## src/rtl/txdesc_pkg.sv

```systemverilog
package txdesc_pkg;
    localparam int DW      = 32;
    localparam int OWN_BIT = 31;
    localparam int ERR_BIT = 30;

    localparam int EVT_N       = 3;
    localparam int EVT_DONE    = 0;
    localparam int EVT_UNAVAIL = 1;
    localparam int EVT_STOPPED = 2;

    typedef enum logic [2:0] {
        TX_STOPPED = 3'd0,
        TX_FETCH   = 3'd1,
        TX_WAIT    = 3'd2,
        TX_CLOSE   = 3'd3,
        TX_SUSPEND = 3'd6
    } tx_state_e;
endpackage

```

## src/rtl/txdesc_ring_ptr.sv

```systemverilog
module txdesc_ring_ptr #(
    parameter int AW      = 16,
    parameter int BASE    = 'h100,
    parameter int STRIDE  = 16,
    parameter int ENTRIES = 4
) (
    input  logic          clk,
    input  logic          rst_n,
    input  logic          adv,
    output logic [AW-1:0] addr
);
    localparam int IW = (ENTRIES > 1) ? $clog2(ENTRIES) : 1;

    typedef struct packed {
        logic [AW-1:0] addr;
        logic [IW-1:0] idx;
    } ptr_t;

    ptr_t ptr_d, ptr_q;

    always_comb begin
        ptr_d = ptr_q;
        if (adv) begin
            if (ptr_q.idx == IW'(ENTRIES - 1)) begin
                ptr_d.addr = AW'(BASE);
                ptr_d.idx  = '0;
            end else begin
                ptr_d.addr = ptr_q.addr + AW'(STRIDE);
                ptr_d.idx  = ptr_q.idx + 1'b1;
            end
        end
    end

    always_ff @(posedge clk) begin
        if (!rst_n) begin
            ptr_q.addr <= AW'(BASE);
            ptr_q.idx  <= '0;
        end else begin
            ptr_q <= ptr_d;
        end
    end

    assign addr = ptr_q.addr;
endmodule

```

## src/rtl/txdesc_evt_flags.sv

```systemverilog
module txdesc_evt_flags #(
    parameter int N = 3
) (
    input  logic         clk,
    input  logic         rst_n,
    input  logic [N-1:0] evt_set,
    input  logic [N-1:0] evt_clr,
    output logic [N-1:0] flags
);
    logic [N-1:0] flags_d, flags_q;

    for (genvar i = 0; i < N; i++) begin : g_flag
        assign flags_d[i] = evt_set[i] | (flags_q[i] & ~evt_clr[i]);
    end

    always_ff @(posedge clk) begin
        if (!rst_n) flags_q <= '0;
        else        flags_q <= flags_d;
    end

    assign flags = flags_q;
endmodule

```

## src/rtl/txdesc_fsm.sv

```systemverilog
module txdesc_fsm
    import txdesc_pkg::*;
#(
    parameter int STAT_W = 16
) (
    input  logic              clk,
    input  logic              rst_n,
    input  logic              cmd_start,
    input  logic              cmd_stop,
    input  logic              cmd_poll,
    input  logic              jab_abort,
    input  logic              frame_done,
    input  logic [STAT_W-1:0] frame_stat,
    input  logic              mem_ack,
    input  logic [DW-1:0]     mem_rdata,
    output logic              mem_req,
    output logic              mem_we,
    output logic [DW-1:0]     mem_wdata,
    output logic              frame_go,
    output logic              adv,
    output logic [EVT_N-1:0]  evt_set,
    output logic [2:0]        proc_state
);
    typedef struct packed {
        tx_state_e         state;
        logic              stop_pend;
        logic              err;
        logic [STAT_W-1:0] stat;
    } fsm_t;

    fsm_t r_d, r_q;

    always_comb begin
        r_d       = r_q;
        mem_req   = 1'b0;
        mem_we    = 1'b0;
        frame_go  = 1'b0;
        adv       = 1'b0;
        evt_set   = '0;
        mem_wdata = '0;
        mem_wdata[OWN_BIT]      = 1'b0;
        mem_wdata[ERR_BIT]      = r_q.err;
        mem_wdata[STAT_W-1:0]   = r_q.stat;

        if (cmd_stop && r_q.state != TX_STOPPED) r_d.stop_pend = 1'b1;

        case (r_q.state)
            TX_STOPPED: begin
                r_d.stop_pend = 1'b0;
                if (cmd_start) r_d.state = TX_FETCH;
            end
            TX_FETCH: begin
                mem_req = 1'b1;
                if (mem_ack) begin
                    if (mem_rdata[OWN_BIT]) begin
                        r_d.state = TX_WAIT;
                        frame_go  = 1'b1;
                    end else begin
                        r_d.state = TX_SUSPEND;
                        evt_set[EVT_UNAVAIL] = 1'b1;
                    end
                end
            end
            TX_WAIT: begin
                if (jab_abort) begin
                    r_d.state = TX_CLOSE;
                    r_d.err   = 1'b1;
                    r_d.stat  = '0;
                end else if (frame_done) begin
                    r_d.state = TX_CLOSE;
                    r_d.err   = 1'b0;
                    r_d.stat  = frame_stat;
                end
            end
            TX_CLOSE: begin
                mem_req = 1'b1;
                mem_we  = 1'b1;
                if (mem_ack) begin
                    adv = 1'b1;
                    evt_set[EVT_DONE] = ~r_q.err;
                    if (r_q.err || r_d.stop_pend) begin
                        r_d.state     = TX_STOPPED;
                        r_d.stop_pend = 1'b0;
                        evt_set[EVT_STOPPED] = 1'b1;
                    end else begin
                        r_d.state = TX_FETCH;
                    end
                end
            end
            TX_SUSPEND: begin
                if (r_d.stop_pend) begin
                    r_d.state     = TX_STOPPED;
                    r_d.stop_pend = 1'b0;
                    evt_set[EVT_STOPPED] = 1'b1;
                end else if (cmd_poll) begin
                    r_d.state = TX_FETCH;
                end
            end
            default: r_d.state = TX_STOPPED;
        endcase
    end

    always_ff @(posedge clk) begin
        if (!rst_n) begin
            r_q.state     <= TX_STOPPED;
            r_q.stop_pend <= 1'b0;
            r_q.err       <= 1'b0;
            r_q.stat      <= '0;
        end else begin
            r_q <= r_d;
        end
    end

    assign proc_state = r_q.state;
endmodule

```

## src/rtl/txdesc_owner_ctrl.sv

```systemverilog
module txdesc_owner_ctrl
    import txdesc_pkg::*;
#(
    parameter int AW      = 16,
    parameter int STAT_W  = 16,
    parameter int BASE    = 'h100,
    parameter int STRIDE  = 16,
    parameter int ENTRIES = 4
) (
    input  logic              clk,
    input  logic              rst_n,
    input  logic              cmd_start,
    input  logic              cmd_stop,
    input  logic              cmd_poll,
    input  logic              jab_abort,
    input  logic              frame_done,
    input  logic [STAT_W-1:0] frame_stat,
    output logic              mem_req,
    output logic              mem_we,
    output logic [AW-1:0]     mem_addr,
    output logic [DW-1:0]     mem_wdata,
    input  logic              mem_ack,
    input  logic [DW-1:0]     mem_rdata,
    output logic              frame_go,
    output logic [2:0]        proc_state,
    output logic [EVT_N-1:0]  evt_flags,
    input  logic [EVT_N-1:0]  evt_clr
);
    logic             adv;
    logic [EVT_N-1:0] evt_set;

    txdesc_fsm #(.STAT_W(STAT_W)) u_fsm (
        .clk        (clk),
        .rst_n      (rst_n),
        .cmd_start  (cmd_start),
        .cmd_stop   (cmd_stop),
        .cmd_poll   (cmd_poll),
        .jab_abort  (jab_abort),
        .frame_done (frame_done),
        .frame_stat (frame_stat),
        .mem_ack    (mem_ack),
        .mem_rdata  (mem_rdata),
        .mem_req    (mem_req),
        .mem_we     (mem_we),
        .mem_wdata  (mem_wdata),
        .frame_go   (frame_go),
        .adv        (adv),
        .evt_set    (evt_set),
        .proc_state (proc_state)
    );

    txdesc_ring_ptr #(
        .AW(AW), .BASE(BASE), .STRIDE(STRIDE), .ENTRIES(ENTRIES)
    ) u_ptr (
        .clk   (clk),
        .rst_n (rst_n),
        .adv   (adv),
        .addr  (mem_addr)
    );

    txdesc_evt_flags #(.N(EVT_N)) u_flags (
        .clk     (clk),
        .rst_n   (rst_n),
        .evt_set (evt_set),
        .evt_clr (evt_clr),
        .flags   (evt_flags)
    );
endmodule

```

## config.mk

```make
export PLATFORM = sky130hd
export DESIGN_NAME = txdesc_owner_ctrl
export DESIGN_NICKNAME = d
export VERILOG_FILES = /design/src/rtl/txdesc_pkg.sv /design/src/rtl/txdesc_ring_ptr.sv /design/src/rtl/txdesc_evt_flags.sv /design/src/rtl/txdesc_fsm.sv /design/src/rtl/txdesc_owner_ctrl.sv
export SDC_FILE = /design/constraint.sdc
export NUM_CORES = 1
export LEC_CHECK = 0
export ABC_AREA = 1
export BUFFER_PORTS_ARGS = -buffer_cell sky130_fd_sc_hd__buf_2
export CAP_MARGIN = 20
export CORE_ASPECT_RATIO = 1.1
export CORE_MARGIN = 4
export CORE_UTILIZATION = 49
export DETAILED_ROUTE_END_ITERATION = 12
export PLACE_DENSITY = 0.86
export SLEW_MARGIN = 20
export SYNTH_ARGS = -nofsm -noshare
export SYNTH_HDL_FRONTEND = slang
export SYNTH_SLANG_ARGS = --single-unit
```

## constraint.sdc

```tcl
create_clock -name clk -period 3.1 [get_ports clk]
set_input_delay 0.155 -clock clk [delete_from_list [all_inputs] [get_ports clk]]
set_output_delay 0.155 -clock clk [all_outputs]
set_load 0.01 [all_outputs]
```

==> results.txt, run 1 <==
post-CTS sizing -> 0
flop2flop setup slack -> 1.61 ns
Top Ports -> 116
crit path max fanout -> 18
Hold Crit Class -> in2reg
P&R area growth vs syn -> 6.454%
register area -> 760.7 sq um
Total GRT Usage -> 0.1509
Synth Register Bits -> 38
period utilisation layout -> 0.4821
net switching power figure -> 464.9 uW
RSZ-0062 raised after global routing -> no
CTS Sinks -> 38
hold path depth -> 4
nets -> 390
reg2reg end -> u_fsm.mem_wdata[9]
largest net degree at the start of global routing -> 24
routed len/inst -> 10.60 microns
Post-synth top cells -> nand2_1, buf_4, dfxtp_1
CTS Buffer Depth -> 2
multi-input gate area in the final layout -> 996.0 sq um
P_leak -> 0.001170 uW
Synthesis Warnings -> 0
Synth top area share -> 0.3412
crit path capture type -> register
hpwl dp -> 3143 microns
Setup TNS Final -> 0 ns
DRC violations left -> 0
Post-synth top flop -> dfxtp_1
final wirelength -> 4072 microns
largest cells by area after synthesis -> dfxtp_1, buf_4, nand2_1
EDFF count, synth -> 0
crit-path cells -> inv_2 > nor2_4 > nand2_2 > inv_2 > nand2_4 > inv_6 > nand3_1 > a21oi_1
CP arrival -> 1.70 ns
Synth area leader -> dfxtp_1
synthesized netlist cell count -> 295
synth unique cells -> 32
Fin. Hold Viols -> 0
Min-Delay Endpoint -> u_flags.flags[1]
clock-pin transition on the worst setup and hold timing paths -> 0.07 ns
Fillers -> 416
drt pass-1 iters -> 4
die area -> 5695 sq um
PnR worst setup slack -> 1.606 ns
H-Tree Depth -> 2
# hold bufs at CTS -> 0
first-pass GRT wire length -> 7017 microns
placement row count -> 25
sequential power share -> 0.422
Num CTS Buffers -> 5
clock insertion delay at the later pin of the skew report -> 0.28 ns
die height -> 78.75 microns
Setup Slack @ Placement -> 1.291 ns
crit-path most repeated cell -> inv_2
GPL Wtd Cong -> 0.8407
async set or reset register ratio after synthesis -> 0
TritonCTS clock tree -> done
aggregate global routing overflow -> 0
vias per inst -> 4.622
DRT iter0 DRCs -> 70
n_diodes -> 0
initial antenna violation count -> 0
number of global-route vias before repair -> 1678
CP max stage cell -> dfxtp_1
Placeable Area -> 4348 sq um
Max Cap Viol -> 0
worst slew pin tran -> 0.9095 ns
IO buf count -> 65
reg2reg start -> u_fsm.proc_state[1]
Final Critical Period -> 1.495 ns
Top delay family on crit path -> flip-flops
Fin Hold WS -> 0.1210 ns
Max Clock Freq -> 669.1 MHz
Die Span X -> 72.32 microns
post-CTS setup buffer count -> 0
Initial Util -> 0.5128
Hold Startpoint -> evt_clr[1]
post-route ant nets -> 0
Worst Clk Skew -> 0.005327 ns
Setup CP Type -> reg2reg
Avg Cell Area, Syn -> 7.558 sq um
CP Launch Type -> register
CP max stage delay -> 0.47 ns
clock power share -> 0.295
via count -> 1775
Switching Fraction -> 0.3394
WP buf/inv -> 3
fin. max-slew vios -> 0
mapped cell area -> 2230 sq um
WP data required -> 3.30 ns
status -> completed
Pwr Density -> 577.1 nW/um^2
sequential element share of the synthesized area -> 0.3412
top-count cell post-synth -> nand2_1
Logic pwr share -> 0.284
final setup violation count -> 0
layout cells sized above 1 -> 0.3303
max_slew headroom -> 0.3930
internal power -> 904.8 uW
cell count of the worst reg-to-reg path -> 8
Max IR drop VDD -> 0.3670 mV
CTS root buf -> clkbuf_8
[worst register-to-register path, cell delays in order (launching register included)]
cell	delay, ns
dfxtp_1	0.47
inv_2	0.10
nor2_4	0.12
nand2_2	0.08
inv_2	0.08
nand2_4	0.14
inv_6	0.20
nand3_1	0.09
a21oi_1	0.14
[state kept, by name, summed over array words and instances, names as in the netlist]
signal,flops
u_fsm.mem_wdata,17
u_ptr.ptr_q,2
u_ptr.addr,12
u_fsm.r_q,1
u_fsm.proc_state,3
u_flags.flags,3
[routing by layer]
metal  up-vias  wire, microns  GRT usage
li1        928              -          -
met5         -              0          0
met1       791           1705     0.1689
met3         4            263    0.05063
met2        52           2080     0.2668
met4         0             23    0.04511
[through the flow]
stage               area [sq um]  utilization  cells  total power [uW]
finish                      2374       0.5459    384              1370
global route                2374       0.5459    384              1460
CTS                         2374       0.5459    384              1389
detailed placement          2267       0.5214    376             980.9
global placement            2267       0.5214    376             970.7
floorplan                   2297            -    313             945.4
[worst max path at each step]
stage | startpoint | to | slack [ns] | cells past startpoint
6_report | u_fsm.proc_state[1] | u_fsm.mem_wdata[9] | 1.61 | 8
5_1_grt | jab_abort | u_fsm.mem_wdata[9] | 1.40 | 7
4_1_cts | u_fsm.proc_state[1] | u_fsm.mem_wdata[8] | 1.57 | 8
3_5_place_dp | jab_abort | u_fsm.mem_wdata[8] | 1.29 | 7
3_3_place_gp | jab_abort | u_fsm.mem_wdata[11] | 1.33 | 7
2_1_floorplan | u_fsm.proc_state[0] | u_ptr.addr[12] | 1.80 | 9
[cell type report]
| cell class | instances | share of cell area |
|---|---|---|
| clock inverters | 1 | 0.01265 |
| flip-flops and latches | 38 | 0.3205 |
| well taps | 54 | 0.02847 |
| repair buffers | 65 | 0.1371 |
| clock buffers | 7 | 0.03216 |
| inverters | 29 | 0.04955 |
| multi-input cells | 190 | 0.4196 |
[power groups by stage]
stage	registers, uW	clock network, uW	logic [uW]
after floorplan	582	0	364
after global placement	588	0	382
after detailed placement	589	0	392
after CTS	579	415	395
after global routing	587	430	443
final	578	404	388
[placed cells by master, fill, tap and decap left out, types with 10 or more instances in the layout]
cell type  count
buf_2         65
nand2_1       64
dfxtp_1       38
nor2_1        30
inv_1         22
conb_1        19
a21oi_1       17
nand3_1       10
nand3_2       10
a21oi_2       10
[cells by family (layout without fill, tap and decap cells)]
group / after synthesis / after routing / share of synthesized area
AO/OA/AOI/OAI: 32 / 32 / 0.09259
XOR/XNOR: 2 / 2 / 0.007858
adder cells (fa/ha/maj): 2 / 2 / 0.01122
buffers and inverters: 85 / 102 / 0.2424
flip-flops: 38 / 38 / 0.3412
other: 1 / 19 / 0.001682
AND/OR/NAND/NOR: 135 / 135 / 0.3030
Power figures use the tool's default switching activity.
==> inputs of run 2 (changes only) <==
- CORE_UTILIZATION: 49 -> 45
- PLACE_DENSITY: 0.86 -> 0.8
- clock period: 3.1 -> 1.5 ns (I/O delays scaled with it)
==> results.txt, run 2 (synthesis results as in run 1) <==
clock power share -> 0.261
met3 wire length -> 320 microns
CP Launch Type -> register
TritonCTS clock tree -> done
M1 WL -> 1820 microns
Fin. Hold Viols -> 0
nets -> 395
Die Span X -> 75.12 microns
Total Power -> 2735 uW
final wirelength -> 4181 microns
crit path max fanout -> 9
P_leak -> 0.001189 uW
fin. max-slew vios -> 0
CTS Sinks -> 38
status -> completed
clock insertion delay at the later pin of the skew report -> 0.28 ns
Max IR drop VDD -> 0.6608 mV
n_diodes -> 0
post-route ant nets -> 0
DRT iter0 DRCs -> 55
WP data required -> 1.67 ns
metal2 WL -> 1997 microns
hpwl dp -> 3260 microns
die area -> 6146 sq um
crit path capture type -> register
Fillers -> 469
Placeable Area -> 4717 sq um
Max Clock Freq -> 757.7 MHz
routed len/inst -> 10.69 microns
register area -> 763.2 sq um
Setup Slack @ Placement -> 0.1083 ns
Initial Util -> 0.4727
via count -> 1789
Top Ports -> 116
net switching power figure -> 966.0 uW
CTS root buf -> clkbuf_8
drt pass-1 iters -> 4
layout cells sized above 1 -> 0.3493
CP max stage cell -> dfxtp_1
Final Critical Period -> 1.320 ns
crit-path most repeated cell -> nand2_4
Setup CP Type -> reg2reg
CP arrival -> 1.49 ns
DR top layer -> met4
P&R area growth vs syn -> 7.688%
Setup TNS Final -> 0 ns
DRC violations left -> 0
clock-pin transition on the worst setup and hold timing paths -> 0.07 ns
aggregate global routing overflow -> 0
number of global-route vias before repair -> 1653
Worst Clk Skew -> 0.001992 ns
period utilisation layout -> 0.8798
Num CTS Buffers -> 5
largest net degree at the start of global routing -> 22
CP max stage delay -> 0.36 ns
most frequent cells in the layout -> buf_2, nand2_1, dfxtp_1, nor2_1, inv_1
IO buf count -> 65
H-Tree Depth -> 2
die height -> 81.83 microns
final setup violation count -> 0
Max Cap Viol -> 0
vias per inst -> 4.575
Switching Fraction -> 0.3532
commonest non-fill, non-tap cell in the layout -> buf_2
RSZ-0062 raised after global routing -> no
internal power -> 1769 uW
max reg flops -> 17
GPL Wtd Cong -> 0.7905
Hold Crit Class -> in2reg
PnR worst setup slack -> 0.1803 ns
Total GRT Usage -> 0.1445
multi-input gate area in the final layout -> 996.0 sq um
post-CTS setup buffer count -> 0
placement row count -> 26
Logic pwr share -> 0.301
first-pass GRT wire length -> 6996 microns
crit-path cells -> inv_2 > nand4_4 > clkinv_2 > nand2_4 > nand2_4 > buf_4 > a21oi_1 > o21ai_0
Pwr Density -> 1139 nW/um^2
sequential power share -> 0.438
initial antenna violation count -> 0
CTS Buffer Depth -> 2
[run 2: changes by cell type in the layout (fill, tap and decap cells not counted)]
cell	before	now
dfxtp_1	38	36
clkbuf_1	2	1
buf_4	0	5
bufinv_16	1	0
dfxtp_2	0	2
clkinv_2	1	2
clkbuf_8	5	6
[run 2: per-layer routing]
layer,track usage,vias to the layer above
li1,-,944
met1,0.1705,792
met2,0.2491,49
met3,0.04039,4
met4,0.04804,0
met5,0,-
[run 2: final cells by class]
class	instances	area share
Clock inverter	1	0.002084
Clock buffer	7	0.03596
Tap cell	56	0.02918
Timing Repair Buffer	70	0.1511
Sequential cell	38	0.3179
Inverter	29	0.04898
Multi-Input combinational cell	190	0.4148
[run 2: power groups by stage]
stage	clock, uW	sequential (uW)	combinational, uW
3_5_place_dp	0	1220	830
4_1_cts	740	1190	832
2_1_floorplan	0	1200	752
3_3_place_gp	0	1220	813
6_report	713	1200	823
5_1_grt	788	1220	938
[run 2: critical path, delay by kind of cell (launching register included)]
kind | cells | cell delay (ns)
AO/OA/AOI/OAI | 2 | 0.17
AND/OR/NAND/NOR | 3 | 0.27
flip-flops | 1 | 0.36
buffers and inverters | 3 | 0.40
[run 2: path summary, 6_finish.rpt]
path,from,to,slack [ns],cells after the start
hold reg to reg,u_fsm.mem_wdata[10],u_fsm.mem_wdata[10],0.46,2
hold / removal,frame_stat[1],u_fsm.mem_wdata[1],0.04,3
setup reg to reg,u_fsm.proc_state[2],u_ptr.addr[8],0.18,8
setup / recovery,u_fsm.proc_state[2],u_ptr.addr[8],0.18,8
[run 2: what timing repair did]
action,4_1_cts,5_1_grt
gates resized for setup,0,2
hold buffers,0,0
setup endpoints to repair,0,12
[run 2: per-stage QoR]
step	util	area, sq um	instances	hold slack (ns)
6_report	0.5090	2401	391	0.04044
3_5_place_dp	0.4891	2307	383	0.3361
4_1_cts	0.5085	2399	391	0.02793
2_1_floorplan	-	2297	313	0.1955
3_3_place_gp	0.4891	2307	383	0.3285
5_1_grt	0.5090	2401	391	0.02955
